[config.mk]
export PLATFORM = sky130hd
export DESIGN_NAME = hist_capture
export DESIGN_NICKNAME = d
export VERILOG_FILES = /design/src/rtl/hist_pkg.sv /design/src/rtl/hist_ctrl.sv /design/src/rtl/hist_dp.sv /design/src/rtl/hist_capture.sv
export SDC_FILE = /design/constraint.sdc
export NUM_CORES = 2
export LEC_CHECK = 0
export BUFFER_PORTS_ARGS = -buffer_cell sky130_fd_sc_hd__buf_2
export CAP_MARGIN = 25
export CORE_MARGIN = 3
export CORE_UTILIZATION = 51
export DETAILED_ROUTE_END_ITERATION = 10
export PLACE_DENSITY = 0.77
export SYNTH_ARGS = -nofsm -noshare
export SYNTH_HDL_FRONTEND = slang
export SYNTH_MEMORY_MAX_BITS = 65536
export SYNTH_SLANG_ARGS = --single-unit
[constraint.sdc]
create_clock -name clk -period 31.8 [get_ports clk]
set_input_delay 6.36 -clock clk [delete_from_list [all_inputs] [get_ports clk]]
set_output_delay 6.36 -clock clk [all_outputs]
set_load 0.01 [all_outputs]
[src/rtl/hist_pkg.sv]
package hist_pkg;

  typedef enum logic [1:0] {
    TRIG_FAIL  = 2'd0,
    TRIG_CYCLE = 2'd1,
    TRIG_LABEL = 2'd2,
    TRIG_NOW   = 2'd3
  } trig_mode_e;

  typedef enum logic [1:0] {
    ST_IDLE  = 2'd0,
    ST_ARMED = 2'd1,
    ST_CAPT  = 2'd2,
    ST_DONE  = 2'd3
  } cap_state_e;

  // Strobes from control to datapath
  typedef struct packed {
    logic wrEn;      // store the current cycle
    logic runClear;  // forget the vector run of the previous burst
  } hist_strobe_t;

endpackage

[src/rtl/hist_ctrl.sv]
module hist_ctrl
  import hist_pkg::*;
#(
  parameter int PINS        = 8,
  parameter int LABEL_W     = 8,
  parameter int CYC_W       = 32,
  parameter int TOTAL_DEPTH = 64,
  localparam int PTR_W      = $clog2(TOTAL_DEPTH)
) (
  input  logic               clk,
  input  logic               rstN,
  input  logic               burstStart,
  input  logic               burstEnd,
  input  logic               cycleValid,
  input  logic [1:0]         trigMode,
  input  logic [CYC_W-1:0]   trigCycle,
  input  logic [LABEL_W-1:0] trigLabel,
  input  logic [PTR_W-1:0]   cfgCount,
  input  logic [1:0]         siteSel,
  input  logic [LABEL_W-1:0] labelId,
  input  logic [PINS-1:0]    failMask,
  output hist_strobe_t       strobe,
  output logic [PTR_W-1:0]   wrIdx,
  output logic [CYC_W-1:0]   cycNum,
  output logic [PTR_W-1:0]   storedCount,
  output logic               done,
  output logic               capturing
);

  localparam int SITE_OPTS = 4;

  cap_state_e       state;
  logic [PTR_W-1:0] wrPtr;
  logic [PTR_W-1:0] nextPtr;
  logic [PTR_W-1:0] limitQ;
  logic [CYC_W-1:0] cycCnt;
  logic [PTR_W-1:0] depthOpt [SITE_OPTS];
  logic [PTR_W-1:0] siteDepth;
  logic [PTR_W-1:0] effLimit;
  logic             trigHit;
  logic             takeCycle;

  // One depth per site-count option: shared memory split, one slot reserved
  for (genvar s = 0; s < SITE_OPTS; s++) begin : g_depth
    assign depthOpt[s] = PTR_W'((TOTAL_DEPTH >> s) - 1);
  end

  assign siteDepth = depthOpt[siteSel];
  assign effLimit  = (cfgCount == '0 || cfgCount > siteDepth) ? siteDepth : cfgCount;

  always_comb begin
    unique case (trig_mode_e'(trigMode))
      TRIG_FAIL:  trigHit = |failMask;
      TRIG_CYCLE: trigHit = (cycCnt == trigCycle);
      TRIG_LABEL: trigHit = (labelId == trigLabel);
      default:    trigHit = 1'b1;
    endcase
  end

  assign takeCycle = cycleValid && !burstStart && !burstEnd &&
                     ((state == ST_CAPT) || (state == ST_ARMED && trigHit));
  assign nextPtr   = wrPtr + 1'b1;

  always_ff @(posedge clk) begin
    if (!rstN) begin
      state  <= ST_IDLE;
      wrPtr  <= '0;
      limitQ <= '0;
      cycCnt <= '0;
    end else if (burstStart) begin
      state  <= ST_ARMED;
      wrPtr  <= '0;
      limitQ <= effLimit;
      cycCnt <= '0;
    end else begin
      if (cycleValid) cycCnt <= cycCnt + 1'b1;
      if (burstEnd && (state == ST_ARMED || state == ST_CAPT)) begin
        state <= ST_DONE;
      end else if (takeCycle) begin
        wrPtr <= nextPtr;
        state <= (nextPtr == limitQ) ? ST_DONE : ST_CAPT;
      end
    end
  end

  assign strobe.wrEn     = takeCycle;
  assign strobe.runClear = burstStart;
  assign wrIdx           = wrPtr;
  assign cycNum          = cycCnt;
  assign storedCount     = wrPtr;
  assign done            = (state == ST_DONE);
  assign capturing       = (state == ST_CAPT);

endmodule

[src/rtl/hist_dp.sv]
module hist_dp
  import hist_pkg::*;
#(
  parameter int PINS        = 8,
  parameter int VEC_W       = 16,
  parameter int TSET_W      = 5,
  parameter int LABEL_W     = 8,
  parameter int CYC_W       = 32,
  parameter int TOTAL_DEPTH = 64,
  localparam int PTR_W      = $clog2(TOTAL_DEPTH)
) (
  input  logic               clk,
  input  logic               rstN,
  input  hist_strobe_t       strobe,
  input  logic [PTR_W-1:0]   wrIdx,
  input  logic [CYC_W-1:0]   cycNum,
  input  logic [VEC_W-1:0]   vecAddr,
  input  logic [TSET_W-1:0]  tsetIdx,
  input  logic [LABEL_W-1:0] labelId,
  input  logic [PINS-1:0]    failMask,
  input  logic [PTR_W-1:0]   storedCount,
  input  logic               rdReq,
  input  logic [PTR_W-1:0]   rdAddr,
  output logic               rdValid,
  output logic [CYC_W-1:0]   rdCycle,
  output logic [VEC_W-1:0]   rdVec,
  output logic [TSET_W-1:0]  rdTset,
  output logic [LABEL_W-1:0] rdLabel,
  output logic [PINS-1:0]    rdFail,
  output logic [PINS-1:0]    rdUnion
);

  typedef struct packed {
    logic [CYC_W-1:0]   cyc;
    logic [VEC_W-1:0]   vec;
    logic [TSET_W-1:0]  tset;
    logic [LABEL_W-1:0] label;
    logic [PINS-1:0]    fail;
    logic [PINS-1:0]    failAcc;
  } entry_t;

  entry_t           store [TOTAL_DEPTH];
  entry_t           wrEntry;
  entry_t           rdEntry;
  logic             haveLast;
  logic [VEC_W-1:0] lastVec;
  logic [PINS-1:0]  lastAcc;
  logic             sameRun;
  logic [PINS-1:0]  newAcc;

  assign sameRun = haveLast && (vecAddr == lastVec);
  assign newAcc  = sameRun ? (lastAcc | failMask) : failMask;

  always_comb begin
    wrEntry.cyc     = cycNum;
    wrEntry.vec     = vecAddr;
    wrEntry.tset    = tsetIdx;
    wrEntry.label   = labelId;
    wrEntry.fail    = failMask;
    wrEntry.failAcc = newAcc;
  end

  // Storage and registered read, no reset on the array
  always_ff @(posedge clk) begin
    if (strobe.wrEn) store[wrIdx] <= wrEntry;
    if (rdReq)       rdEntry      <= store[rdAddr];
  end

  always_ff @(posedge clk) begin
    if (!rstN) begin
      haveLast <= 1'b0;
      lastVec  <= '0;
      lastAcc  <= '0;
      rdValid  <= 1'b0;
    end else begin
      if (strobe.runClear) begin
        haveLast <= 1'b0;
      end else if (strobe.wrEn) begin
        haveLast <= 1'b1;
        lastVec  <= vecAddr;
        lastAcc  <= newAcc;
      end
      rdValid <= rdReq && (rdAddr < storedCount);
    end
  end

  assign rdCycle = rdEntry.cyc;
  assign rdVec   = rdEntry.vec;
  assign rdTset  = rdEntry.tset;
  assign rdLabel = rdEntry.label;
  assign rdFail  = rdEntry.fail;
  assign rdUnion = rdEntry.failAcc;

endmodule

[src/rtl/hist_capture.sv]
module hist_capture
  import hist_pkg::*;
#(
  parameter int PINS        = 8,
  parameter int VEC_W       = 16,
  parameter int TSET_W      = 5,
  parameter int LABEL_W     = 8,
  parameter int CYC_W       = 32,
  parameter int TOTAL_DEPTH = 64,
  localparam int PTR_W      = $clog2(TOTAL_DEPTH)
) (
  input  logic               clk,
  input  logic               rstN,
  input  logic               burstStart,
  input  logic               burstEnd,
  input  logic [1:0]         trigMode,
  input  logic [CYC_W-1:0]   trigCycle,
  input  logic [LABEL_W-1:0] trigLabel,
  input  logic [PTR_W-1:0]   cfgCount,
  input  logic [1:0]         siteSel,
  input  logic               cycleValid,
  input  logic [VEC_W-1:0]   vecAddr,
  input  logic [TSET_W-1:0]  tsetIdx,
  input  logic [LABEL_W-1:0] labelId,
  input  logic [PINS-1:0]    failMask,
  input  logic               rdReq,
  input  logic [PTR_W-1:0]   rdAddr,
  output logic               rdValid,
  output logic [CYC_W-1:0]   rdCycle,
  output logic [VEC_W-1:0]   rdVec,
  output logic [TSET_W-1:0]  rdTset,
  output logic [LABEL_W-1:0] rdLabel,
  output logic [PINS-1:0]    rdFail,
  output logic [PINS-1:0]    rdUnion,
  output logic [PTR_W-1:0]   storedCount,
  output logic               done,
  output logic               capturing
);

  hist_strobe_t     strobe;
  logic [PTR_W-1:0] wrIdx;
  logic [CYC_W-1:0] cycNum;

  hist_ctrl #(
    .PINS(PINS), .LABEL_W(LABEL_W), .CYC_W(CYC_W), .TOTAL_DEPTH(TOTAL_DEPTH)
  ) u_ctrl (
    .clk(clk), .rstN(rstN), .burstStart(burstStart), .burstEnd(burstEnd),
    .cycleValid(cycleValid), .trigMode(trigMode), .trigCycle(trigCycle),
    .trigLabel(trigLabel), .cfgCount(cfgCount), .siteSel(siteSel),
    .labelId(labelId), .failMask(failMask), .strobe(strobe), .wrIdx(wrIdx),
    .cycNum(cycNum), .storedCount(storedCount), .done(done), .capturing(capturing)
  );

  hist_dp #(
    .PINS(PINS), .VEC_W(VEC_W), .TSET_W(TSET_W), .LABEL_W(LABEL_W),
    .CYC_W(CYC_W), .TOTAL_DEPTH(TOTAL_DEPTH)
  ) u_dp (
    .clk(clk), .rstN(rstN), .strobe(strobe), .wrIdx(wrIdx), .cycNum(cycNum),
    .vecAddr(vecAddr), .tsetIdx(tsetIdx), .labelId(labelId), .failMask(failMask),
    .storedCount(storedCount), .rdReq(rdReq), .rdAddr(rdAddr), .rdValid(rdValid),
    .rdCycle(rdCycle), .rdVec(rdVec), .rdTset(rdTset), .rdLabel(rdLabel),
    .rdFail(rdFail), .rdUnion(rdUnion)
  );

endmodule

# Yosys cells after proc, flatten, opt, wreduce, memory -nomap -nowiden
# Memories as Yosys holds them, arrays and structs flattened. A register that Yosys moved wholly into a read port is not among the register bits.
# Cells that the tools add are included.
# op_classes
muxes,12
eq_ne,9
bitwise,5
reduce_logical,20
magnitude_cmp,3
addsub,2
# op_table
cell,n
$add 32x1->32 const B,1
$eq 32x32->1,1
$mux 6,3
$eq 16x16->1,1
$bmux 6 s2,1
$eq 8x8->1,1
$mux 8,1
$or 8x8->8,1
$reduce_or 8->1,1
$logic_and 1x1->1,7
$add 6x1->6 const B,1
$eq 2x2->1 const B,3
$eq 6x6->1,1
$gt 6x6->1,1
$logic_not 6->1,1
$lt 6x6->1,1
$eq 2x1->1 const B,2
$mux 1,4
$mux 2,2
$reduce_and 2->1,2
$ge 3x3->1 const B,1
$logic_or 1x1->1,3
$not 1->1,3
$not 2->3,1
other kinds (6),7
# totals
mem_bits_rw,4928
in_bits,99
wordCells,61
n_memories,1
output_inout_bits,86
ff_bits,72
# memory_table
memory,depth,width,read_ports,rd_clocked_by_memory_dff,write_ports,line_no,rtl
u_dp.store,64,77,1,1,1,hist_dp.sv:42,entry_t store [TOTAL_DEPTH];

# Depth between registers and ports, before layout
# depth
word_depth,8
mapped_depth,10
depth_no_buf,8

# Modules after synthesis
# Synthesis repeated with hierarchy kept, for this count alone.
# unflattened
hier_cells,8272
hier_area_um2,194242.5
# modules_own_cells
mod,seq_area_each_um2,area_each_um2,n_inst,cells_each
hist_dp,150814.6,191348.5,1,7932
hist_ctrl,920.9,2894.0,1,340

# Worst setup path before layout
# No wires, ideal clock.
# synth_path
path_kind,input -> register
startpoint,in trigCycle[19]
endpoint,"mem u_dp.store[40][0] (netlist name), enable pin"
path_stages,7
setup_time_ns,0.703
arrival_time_ns,15.173
slack_ns,15.923
cell_sequence,xor2_1 -> nor4_1 -> nand4_1 -> o2111ai_1 -> nand2_1 -> clkbuf_1 -> nor4_1
# synth_via
elab_chain_len,7
# synth_rtl
element,line_no,rtl
from (decl),hist_capture.sv:17,"input logic [CYC_W-1:0] trigCycle,"
$eq 32x32->1,hist_ctrl.sv:54,TRIG_CYCLE: trigHit = (cycCnt == trigCycle);
$pmux 1 s3,hist_ctrl.sv:52,unique case (trig_mode_e'(trigMode))
$logic_and 1x1->1,hist_ctrl.sv:61,((state == ST_CAPT) || (state == ST_ARMED && trigHit));
$logic_or 1x1->1,hist_ctrl.sv:61,
$logic_and 1x1->1,hist_ctrl.sv:60,assign takeCycle = cycleValid && !burstStart && !burstEnd &&
$mux 1,hist_dp.sv:65,if (strobe.wrEn) store[wrIdx] <= wrEntry;
$mux 1 (not written as such),hist_dp.sv:65,
to (decl),hist_dp.sv:42,
# No other way between the ends.

==> results.md <==
- Status: finished, violations left
- Failing checks: design-rule violations
- Largest net degree at the start of global routing: 134
- Vias per cell: 7.058
- Final ANT Viol Nets: 0
- Mapped cell area: 192,700 µm²
- Worst-Margin Slew: 1.224 ns
- FP Rows: 225
- Initial DRC Count: 16,340
- Worst skew pair latency: 1.01 ns
- I/O Buffers: 184
- TNS Setup: 0 ns
- Critical Path Sink Type: flip-flop
- Routed WL: 559.1 mm
- Leakage Power: 70.65 nW
- Final period utilization: 37.83%
- GRT Total Usage: 28.85%
- FF-to-FF path depth: 11
- Yosys reg bits: 5,077
- WP data arrival: 12.76 ns
- Gate Count Post-Synth: 7,563
- Final Hold Vio Count: 0
- Yosys warns: 0
- Crit Path Class: input pin to flip-flop
- Synth Flop Type: edfxtp_1
- Max Root-Sink Buffers: 4
- Area delta synth->final: 12.44%
- Syn Area/Cell: 25.48 µm²
- Die height: 620.7 µm
- Io pins: 185
- Hold Path Depth: 2
- Commonest non-fill, non-tap cell in the layout: edfxtp_1
- Min Clock Period, post-route: 12.03 ns
- Clock root buffer: clkbuf_16
- First-pass iteration count of the detailed router: 11
- Layout Nets: 8,259
- Routed len/inst: 41.24 µm
- Share of layout cells above drive strength 1: 33.85%
- Fmax achieved: 0.08312 GHz
- # hold bufs at CTS: 0
- Overflow after GRT: 0
- Number of flops mapped to enable cells by yosys: 5,005
- Most frequent cells in the layout: edfxtp_1, mux4_2, clkbuf_16
- Maximum VDD drop: 0.00005694 V
- Slew headroom: 18.43%
- Setup Skew: 0.06902 ns
- Async set-reset flop share out of synthesis: 0%
- Min-delay worst type: flip-flop to flip-flop
- Required @ worst endpoint: 32.53 ns
- First-pass GRT wire length: 771.0 mm
- Initial antenna violation count: 47
- Die area: 385,200 µm²
- CP startpoint kind: input pin
- Initial core utilization: 51.27%
- Placed inst area: 201,300 µm²
- Post-CTS Resized: 0
- CTS tree: built
- Setup Viol. Count Final: 0
- Pins over their slew limit: 0
- Sequential element share of the synthesized area: 78.75%
- GPL Wtd Cong: 0.8347
- Via count of the routed design: 95,700
- Setup WS pre-CTS: 18.20 ns
- CP max FO: 95
- Core box area: 375,800 µm²
- Yosys cell types: 46
- Number of CTS-inserted buffers: 470
- Post-CTS Setup Repair Bufs: 0
- Power Density: 61.84 nW/µm²
- Die Wd: 620.7 µm
- Htree depth: 5
- Clock Pin Slew Worst Setup and Hold Paths: 0.06 ns
- RSZ-0062 raised after global routing: false
- Vias in the first global route: 96,110
- Post-DP HPWL: 271.3 mm
- Final instance area: 216,700 µm²
- Max_cap viols: 0
- Final setup margin: 19.77 ns
- Clk sinks: 5,077
- Residual DRC: 3
- Post-synth net total: 7,675
==> per-layer routing <==
| metal | global-route usage [%] | vias to the layer above | wire, µm |
|---|---|---|---|
| met5 | 0 | - | 262 |
| met4 | 14.12 | 40 | 31550 |
| met3 | 8.208 | 1633 | 77240 |
| met2 | 45.58 | 9352 | 269300 |
| met1 | 37.18 | 50350 | 180800 |
| li1 | - | 34330 | - |
==> critical path, cell delays in order <==
cell and delay [ns]:
buf_12 0.52, buf_4 0.52, buf_16 0.31, buf_4 0.64, buf_4 0.87, buf_4 0.85
buf_4 0.37, buf_16 0.33, mux4_2 0.57, mux4_2 0.55, mux4_2 0.49
==> flip-flops by register name (all words and copies together) (netlist names), 16 cells and up <==
signal,count
u_dp.lastVec,16
u_ctrl.cycNum,32
u_dp.store,4928
u_dp.rdCycle,32
u_dp.rdVec,16
==> per-stage QoR <==
stage	instances	util (%)	hold slack (ns)	power (mW)
after floorplan	7563	-	0.4366	7.760
after global routing	13540	57.64	0.5149	13.67
after detailed placement	12650	53.57	0.4594	7.973
final	13560	57.65	0.4983	13.40
after global placement	12640	53.51	0.4562	7.960
after CTS	13520	57.52	0.4932	13.41
==> cells in the mapped netlist, types with 10 or more instances <==
| library cell | number | share of area (%) |
|---|---|---|
| a21o_1 | 13 | 0.051 |
| a21oi_1 | 43 | 0.11 |
| buf_1 | 89 | 0.17 |
| buf_2 | 62 | 0.16 |
| clkbuf_1 | 248 | 0.48 |
| dfxtp_1 | 72 | 0.75 |
| edfxtp_1 | 5005 | 78 |
| ha_1 | 13 | 0.084 |
| inv_1 | 14 | 0.027 |
| mux4_2 | 1617 | 19 |
| nand2_1 | 23 | 0.045 |
| nand3_1 | 44 | 0.11 |
| nand4_1 | 17 | 0.055 |
| nor2_1 | 38 | 0.074 |
| nor3_1 | 29 | 0.075 |
| nor4_1 | 54 | 0.18 |
| o21ai_0 | 31 | 0.081 |
| o31ai_1 | 10 | 0.039 |
| xnor2_1 | 23 | 0.10 |
| xor2_1 | 62 | 0.28 |
==> report_power, final <==
group / internal [mW] / leakage, nW / switching (mW) / total (mW)
Clock: 3.04 / 7.20 / 2.51 / 5.55
Combinational: 0.208 / 13.8 / 0.310 / 0.519
Sequential: 7.32 / 49.6 / 0.0148 / 7.33
==> final timing paths <==
check,from,end,slack [ns]
worst max-delay path,rdAddr[0],u_dp.rdFail[5]$_DFFE_PP_,19.77
worst min-delay path,u_dp.haveLast$_SDFFE_PP0P_,u_dp.haveLast$_SDFFE_PP0P_,0.50
worst max register to register,u_ctrl.cycNum[1]$_SDFFE_PP0P_,u_dp.store[28][35]$_DFFE_PP_,25.07
worst min register to register,u_dp.haveLast$_SDFFE_PP0P_,u_dp.haveLast$_SDFFE_PP0P_,0.50
==> final cells by class <==
type | count | area, µm²
sequential | 5077 | 151800
timing repair buffer | 513 | 3959
inverter | 15 | 63.81
tap | 4994 | 6248
multi-input combinational | 2070 | 39720
clock inverter | 280 | 2456
fill | 24820 | 159200
antenna | 21 | 52.55
clock buffer | 588 | 12370
==> kinds of logic after synthesis <==
group                      count (synthesis)  share of synthesized area (%)
adders and majority gates                 13                        0.08442
buffers and inverters                    416                         0.8565
muxes                                   1618                          18.91
and+or+nand+nor                          240                         0.6617
DFF                                     5077                          78.75
AOI/OAI and AO/OA                        114                         0.3572
xor gates and xnor gates                  85                         0.3864
Power figures use the tool's default switching activity.
